## src/rtl/tck_pkg.sv

```systemverilog
package tck_pkg;
  localparam int unsigned NUM_GR  = 4;
  localparam int unsigned NUM_DIV = 4;
  localparam int unsigned NUM_EXT = 4;
  localparam int unsigned SEL_W   = 3;
  localparam int unsigned GR_A = 0;
  localparam int unsigned GR_B = 1;
  localparam int unsigned GR_C = 2;
  localparam int unsigned GR_D = 3;
endpackage

```

## src/rtl/tck_prescale.sv

```systemverilog
module tck_prescale #(
  parameter int unsigned NUM_DIV = 4,
  localparam int unsigned SEL_W  = $clog2(NUM_DIV),
  localparam int unsigned P_W    = 2 * (NUM_DIV - 1)
) (
  input  logic             clk_i,
  input  logic             rst_ni,
  input  logic [SEL_W-1:0] sel_i,
  output logic             tick_o
);
  logic [P_W-1:0] p_q;
  logic [P_W-1:0] mask;

  always_ff @(posedge clk_i or negedge rst_ni) begin
    if (!rst_ni) p_q <= '0;
    else         p_q <= p_q + 1'b1;
  end

  // ratio 4**sel: low 2*sel bits all ones
  always_comb begin
    for (int i = 0; i < P_W; i++) mask[i] = (i < 2 * int'(sel_i));
  end

  assign tick_o = ((p_q & mask) == mask);

  a_r2_div1_every_cycle: assert property (@(posedge clk_i) disable iff (!rst_ni)
    (sel_i == '0) |-> tick_o);
endmodule

```

## src/rtl/tck_ext_edge.sv

```systemverilog
module tck_ext_edge #(
  parameter int unsigned N_PINS = 4,
  parameter int unsigned STAGES = 2
) (
  input  logic              clk_i,
  input  logic              rst_ni,
  input  logic [N_PINS-1:0] pin_i,
  output logic [N_PINS-1:0] rise_o
);
  for (genvar g = 0; g < N_PINS; g++) begin : g_pin
    logic [STAGES:0] sh_q;
    always_ff @(posedge clk_i or negedge rst_ni) begin
      if (!rst_ni) sh_q <= '0;
      else         sh_q <= {sh_q[STAGES-1:0], pin_i[g]};
    end
    assign rise_o[g] = sh_q[STAGES-1] & ~sh_q[STAGES];

    a_r3_rise_single: assert property (@(posedge clk_i) disable iff (!rst_ni)
      rise_o[g] |=> !rise_o[g]);
  end
endmodule

```

## src/rtl/tck_cmp_clr.sv

```systemverilog
module tck_cmp_clr
  import tck_pkg::*;
#(
  parameter int unsigned CNT_W = 16
) (
  input  logic                          clk_i,
  input  logic                          rst_ni,
  input  logic [CNT_W-1:0]              cnt_i,
  input  logic                          cnt_en_i,
  input  logic [NUM_GR-1:0][CNT_W-1:0]  gr_i,
  input  logic                          buf_c_i,
  input  logic                          buf_d_i,
  input  logic [SEL_W-1:0]              sel_i,
  input  logic                          sync_en_i,
  input  logic                          sync_clr_i,
  output logic [NUM_GR-1:0]             match_o,
  output logic                          own_clr_o,
  output logic                          sync_hit_o
);
  logic [NUM_GR-1:0] gr_live;
  logic [1:0]        own_idx;
  logic              own_sel, sync_sel;

  always_comb begin
    gr_live       = '1;
    gr_live[GR_C] = ~buf_c_i;
    gr_live[GR_D] = ~buf_d_i;
  end

  for (genvar k = 0; k < NUM_GR; k++) begin : g_cmp
    assign match_o[k] = cnt_en_i & gr_live[k] & (cnt_i == gr_i[k]);
  end

  // 001/010 -> A/B, 101/110 -> C/D, x11 -> peer, x00 -> none
  assign own_idx    = {sel_i[2], sel_i[1]};
  assign own_sel    = sel_i[1] ^ sel_i[0];
  assign sync_sel   = sel_i[1] & sel_i[0];
  assign own_clr_o  = own_sel & match_o[own_idx];
  assign sync_hit_o = sync_sel & sync_en_i & sync_clr_i;

  a_r8_buf_c_silent: assert property (@(posedge clk_i) disable iff (!rst_ni)
    buf_c_i |-> !match_o[GR_C]);
  a_r8_buf_d_silent: assert property (@(posedge clk_i) disable iff (!rst_ni)
    buf_d_i |-> !match_o[GR_D]);
  a_r4_match_needs_en: assert property (@(posedge clk_i) disable iff (!rst_ni)
    (|match_o) |-> cnt_en_i);
endmodule

```

## src/rtl/timer_channel.sv

```systemverilog
module timer_channel
  import tck_pkg::*;
#(
  parameter int unsigned CNT_W   = 16,
  parameter bit          REDUCED = 1'b0
) (
  input  logic               clk_i,
  input  logic               rst_ni,
  input  logic [SEL_W-1:0]   clk_sel_i,
  input  logic [SEL_W-1:0]   clr_sel_i,
  input  logic               sync_en_i,
  input  logic               sync_clr_i,
  input  logic               buf_c_i,
  input  logic               buf_d_i,
  input  logic [CNT_W-1:0]   gr_a_i,
  input  logic [CNT_W-1:0]   gr_b_i,
  input  logic [CNT_W-1:0]   gr_c_i,
  input  logic [CNT_W-1:0]   gr_d_i,
  input  logic [NUM_EXT-1:0] ext_clk_i,
  output logic [CNT_W-1:0]   cnt_o,
  output logic [NUM_GR-1:0]  match_o,
  output logic               clr_out_o
);
  logic [CNT_W-1:0]              cnt_q;
  logic [NUM_GR-1:0][CNT_W-1:0]  gr;
  logic [SEL_W-1:0]              clr_sel_eff;
  logic [NUM_EXT-1:0]            ext_rise;
  logic                          pre_tick, cnt_en, own_clr, sync_hit;

  assign gr = {gr_d_i, gr_c_i, gr_b_i, gr_a_i};

  if (REDUCED) begin : g_reduced
    assign clr_sel_eff = {1'b0, clr_sel_i[1:0]};
  end else begin : g_full
    assign clr_sel_eff = clr_sel_i;
  end

  tck_prescale #(.NUM_DIV(NUM_DIV)) u_pre (
    .clk_i(clk_i), .rst_ni(rst_ni), .sel_i(clk_sel_i[1:0]), .tick_o(pre_tick)
  );

  tck_ext_edge #(.N_PINS(NUM_EXT), .STAGES(2)) u_ext (
    .clk_i(clk_i), .rst_ni(rst_ni), .pin_i(ext_clk_i), .rise_o(ext_rise)
  );

  assign cnt_en = clk_sel_i[2] ? ext_rise[clk_sel_i[1:0]] : pre_tick;

  tck_cmp_clr #(.CNT_W(CNT_W)) u_cmp (
    .clk_i(clk_i), .rst_ni(rst_ni), .cnt_i(cnt_q), .cnt_en_i(cnt_en), .gr_i(gr),
    .buf_c_i(buf_c_i), .buf_d_i(buf_d_i), .sel_i(clr_sel_eff),
    .sync_en_i(sync_en_i), .sync_clr_i(sync_clr_i),
    .match_o(match_o), .own_clr_o(own_clr), .sync_hit_o(sync_hit)
  );

  always_ff @(posedge clk_i or negedge rst_ni) begin
    if (!rst_ni)                cnt_q <= '0;
    else if (sync_hit)          cnt_q <= '0;
    else if (cnt_en && own_clr) cnt_q <= '0;
    else if (cnt_en)            cnt_q <= cnt_q + 1'b1;
  end

  assign cnt_o     = cnt_q;
  assign clr_out_o = own_clr;

  a_r5_own_clear_zero: assert property (@(posedge clk_i) disable iff (!rst_ni)
    own_clr |=> (cnt_q == '0));
  a_r7_sync_clear_zero: assert property (@(posedge clk_i) disable iff (!rst_ni)
    (sync_en_i && sync_clr_i && clr_sel_i[1:0] == 2'b11) |=> (cnt_q == '0));
  a_r2_hold_no_enable: assert property (@(posedge clk_i) disable iff (!rst_ni)
    (!cnt_en && !sync_hit) |=> $stable(cnt_q));
  a_r2_step_one: assert property (@(posedge clk_i) disable iff (!rst_ni)
    (cnt_en && !own_clr && !sync_hit) |=> (cnt_q == $past(cnt_q) + 1'b1));
  a_r9_pulse_has_match: assert property (@(posedge clk_i) disable iff (!rst_ni)
    clr_out_o |-> (|match_o));
endmodule

```

## config.mk

```make
export PLATFORM = sky130hd
export DESIGN_NAME = timer_channel
export DESIGN_NICKNAME = d
export VERILOG_FILES = /design/src/rtl/tck_pkg.sv /design/src/rtl/tck_prescale.sv /design/src/rtl/tck_ext_edge.sv /design/src/rtl/tck_cmp_clr.sv /design/src/rtl/timer_channel.sv
export SDC_FILE = /design/constraint.sdc
export NUM_CORES = 1
export LEC_CHECK = 0
export CORE_UTILIZATION = 48
export DETAILED_ROUTE_END_ITERATION = 8
export PLACE_DENSITY = 0.85
export RECOVER_POWER = 50
export REMOVE_ABC_BUFFERS = 1
export SLEW_MARGIN = 20
export SYNTH_ARGS = -nofsm -noshare
export SYNTH_HDL_FRONTEND = slang
export SYNTH_HIERARCHICAL = 1
export SYNTH_SLANG_ARGS = --single-unit
```

## constraint.sdc

```tcl
create_clock -name clk_i -period 6 [get_ports clk_i]
set_clock_uncertainty 0.2 [all_clocks]
set_input_delay 1.2 -clock clk_i [delete_from_list [all_inputs] [get_ports clk_i]]
set_output_delay 1.2 -clock clk_i [all_outputs]
set_load 0.01 [all_outputs]
```

==> results of run 1 <==
## area by class of cell
| class | instances | share of cell area (%) |
|---|---|---|
| Clock inverter | 2 | 0.3672 |
| Timing Repair Buffer | 106 | 27.80 |
| Clock buffer | 6 | 1.936 |
| Tap cell | 70 | 2.336 |
| Sequential cell | 34 | 22.70 |
| Multi-Input combinational cell | 219 | 43.96 |
| Inverter | 9 | 0.9012 |
## power by group
| group | leakage, nW | total [mW] | switching [mW] | internal [mW] |
|---|---|---|---|---|
| Sequential | 0.426 | 0.313 | 0.0666 | 0.247 |
| Combinational | 0.931 | 0.268 | 0.116 | 0.152 |
| Clock | 0.0452 | 0.167 | 0.0850 | 0.0817 |
| Total | 1.40 | 0.748 | 0.268 | 0.481 |
## final timing paths
kind	startpoint	to	slack [ns]	cells after the start
min in group asynchronous	rst_ni	cnt_o[6]	1.74	2
worst max register to register	u_pre/p_q[2]	cnt_o[7]	2.09	11
worst min-delay path	u_ext/g_pin[3].sh_q[0]	u_ext/g_pin[3].sh_q[1]	0.16	0
worst max-delay path	clk_sel_i[0]	clr_out_o	0.16	11
max in group asynchronous	rst_ni	cnt_o[1]	2.82	2
worst min register to register	u_ext/g_pin[3].sh_q[0]	u_ext/g_pin[3].sh_q[1]	0.16	0
## cells by family after synthesis
| family | share of synthesized area [%] |
|---|---|
| fa+ha+maj | 1.441 |
| flops | 32.66 |
| simple gates | 24.40 |
| xor+xnor | 23.15 |
| buf+inv | 4.419 |
| mux | 0.8165 |
| compound gates | 13.11 |
## worst max-delay path, delay by kind of cell
family | cells | cell delay [ns]
compound gates | 4 | 0.69
buf+inv | 3 | 1.19
simple gates | 4 | 1.37
## layer usage
layer	GRT usage, %	vias up
met3	7.937	16
met1	34.54	1223
met2	49.70	145
met4	11.11	0
li1	-	1224
met5	0	-
## state kept, by name (all words and copies together), names as in the netlist
register and count:
cnt_o 16, u_ext/g_pin.sh_q 12, u_pre/p_q 6
## cells in the final DEF (no fill, tap or decap), types with 6 or more instances in the layout
master,count
nor2_1,12
dfrtp_1,34
inv_1,9
a21oi_1,6
xnor2_1,47
clkdlybuf4s50_1,95
xor2_1,20
nand3_1,14
nand2_1,13
or4_1,6
nand4_1,22
nor4_1,7
nor3_1,8
## timing repair
action	in CTS	in global routing
setup endpoints to repair	0	1
gates resized for setup	0	2
setup buffers	0	0
==> impl_metrics.tcl, run 1 <==
set metrics [dict create \
    status "complete, but fails checks" \
    violations "max-capacitance violations, max-slew violations" \
    cts_tree "done" \
    ys_warn_count 6 \
    worstSetupPathType "in -> out" \
    drc_errors 0 \
    clk_pin_slew_worst_paths_ns 0.06 \
    rsz0062_at_grt "no" \
    area_delta_synth_final_pct 43.90 \
    fin_tns_setup_ns 0 \
    vias_per_cell 5.848 \
    drv_slew 35 \
    synth_area_leaders "dfrtp_1 33%, xnor2_1 16%, xor2_1 6.7%" \
    syn_inst 279 \
    critPathArrivalTime_ns 4.44 \
    nets 458 \
    final_util_pct 72.47 \
    core-area_um2 5172 \
    max_stage_delay_ns 0.58 \
    clock.fmax_mhz 171.3 \
    worst_slew_pin_slew_ns 1.802 \
    min_period_over_period_pct 97.29 \
    fin_crit_ns 5.838 \
    critPathSlowestCell "clkdlybuf4s50_1" \
    hp-class "reg -> reg" \
    clock_latency_ns 0.29 \
    clock-root-buffer "clkbuf_8" \
    setup_slack_ns 0.1624 \
    grt_pass1_vias 2423 \
    synth_top_area_cell "dfrtp_1" \
    wl_met3_um 874 \
    wl_per_cell_um 18.48 \
    die_area_um2 5726 \
    dpl_cell_area_um2 3657 \
    total_power_uw 748.5 \
    grt_use_total_pct 28.92 \
    ios 101 \
    first_pass_iters 5 \
    synth_cell_types 47 \
    antenna_found_initial 0 \
    yosysSeqAreaShare_pct 32.66 \
    final_cells 446 \
    hold_slack_ns 0.1562 \
    placed_cells 438 \
    synth_common_cells "47 x xnor2_1, 34 x dfrtp_1, 22 x nand4_1" \
    wl_met1_um 3219 \
    initial_core_util_pct 50.36 \
    fp.dieW_um 75.67 \
    num_vias 2608 \
    netlist_area_um2 2605 \
    preCtsSetupSlack_ns 0.09700 \
    multiInputGateArea_um2 1648 \
    drv_cap 1 \
    layout-drive-gt1-share_pct 7.181 \
    drtIter0Drc 174 \
    fin_area_um2 3749 \
    cts_sinks 34 \
    synth-async-reset-ratio_pct 100.0 \
    numCtsBuffers 5 \
    cp-end-kind "output port" \
    yosysTopAreaCellShare_pct 32.66 \
    power_leakage_nw 1.403 \
    finalSetupViolations 0 \
    worstPathRequired_ns 4.60 \
    place_hpwl_um 6065 \
    die_h_um 75.67 \
    ys_ff_latch 34 \
    yosysMostFrequentCell "xnor2_1" \
    cp_cell_sequence "clkdlybuf4s50_1, nand2_1, a21oi_1, a221oi_2, o22ai_1, nor2_2, inv_1, or4_1, or4_1, a41oi_2, clkdlybuf4s50_1" \
    syn_avg_cell_area_um2 9.337 \
    path_max_fanout 4 \
    start_kind "primary input" \
    wl_met2_um 3994 \
    ant_nets 0 \
    vdd_ir_drop_max_uv 275.8 \
    power.density_nw_per_um2 199.7 \
    num_rows 26 \
    antenna_cells 0 \
    routed_wl_um 8243 \
    place_congestion 0.9558 \
    hold_buffers 0 \
    synth_ff_type "dfrtp_1" \
    synth_edf_count 0 \
    grt.overflow.total 0 \
    maxSlewHeadroom_pct -20.12 \
    top_layer_used "met4" \
    clockBufferDepth 2 \
    io_buffer_count 100 \
    grt_pass1_wl_um 11990 \
    finalHoldViolations 0 \
    grt_max_degree 35 \
    fill_cells 399 \
    cts_htree_levels 2 \
    seq_area_um2 850.8 \
]
(Power assumes the default switching activity.)
==> inputs of run 2 (changes only) <==
SLEW_MARGIN = 5   (was 20)
==> results of run 2 <==
No change in the layout: final DEF, timing and power equal those of run 1.
==> inputs of run 3 (changes only) <==
CAP_MARGIN = 25   (was default)
CORE_MARGIN = 1   (was default)
==> results of run 3 <==
No change in the layout: final DEF, timing and power equal those of run 1.
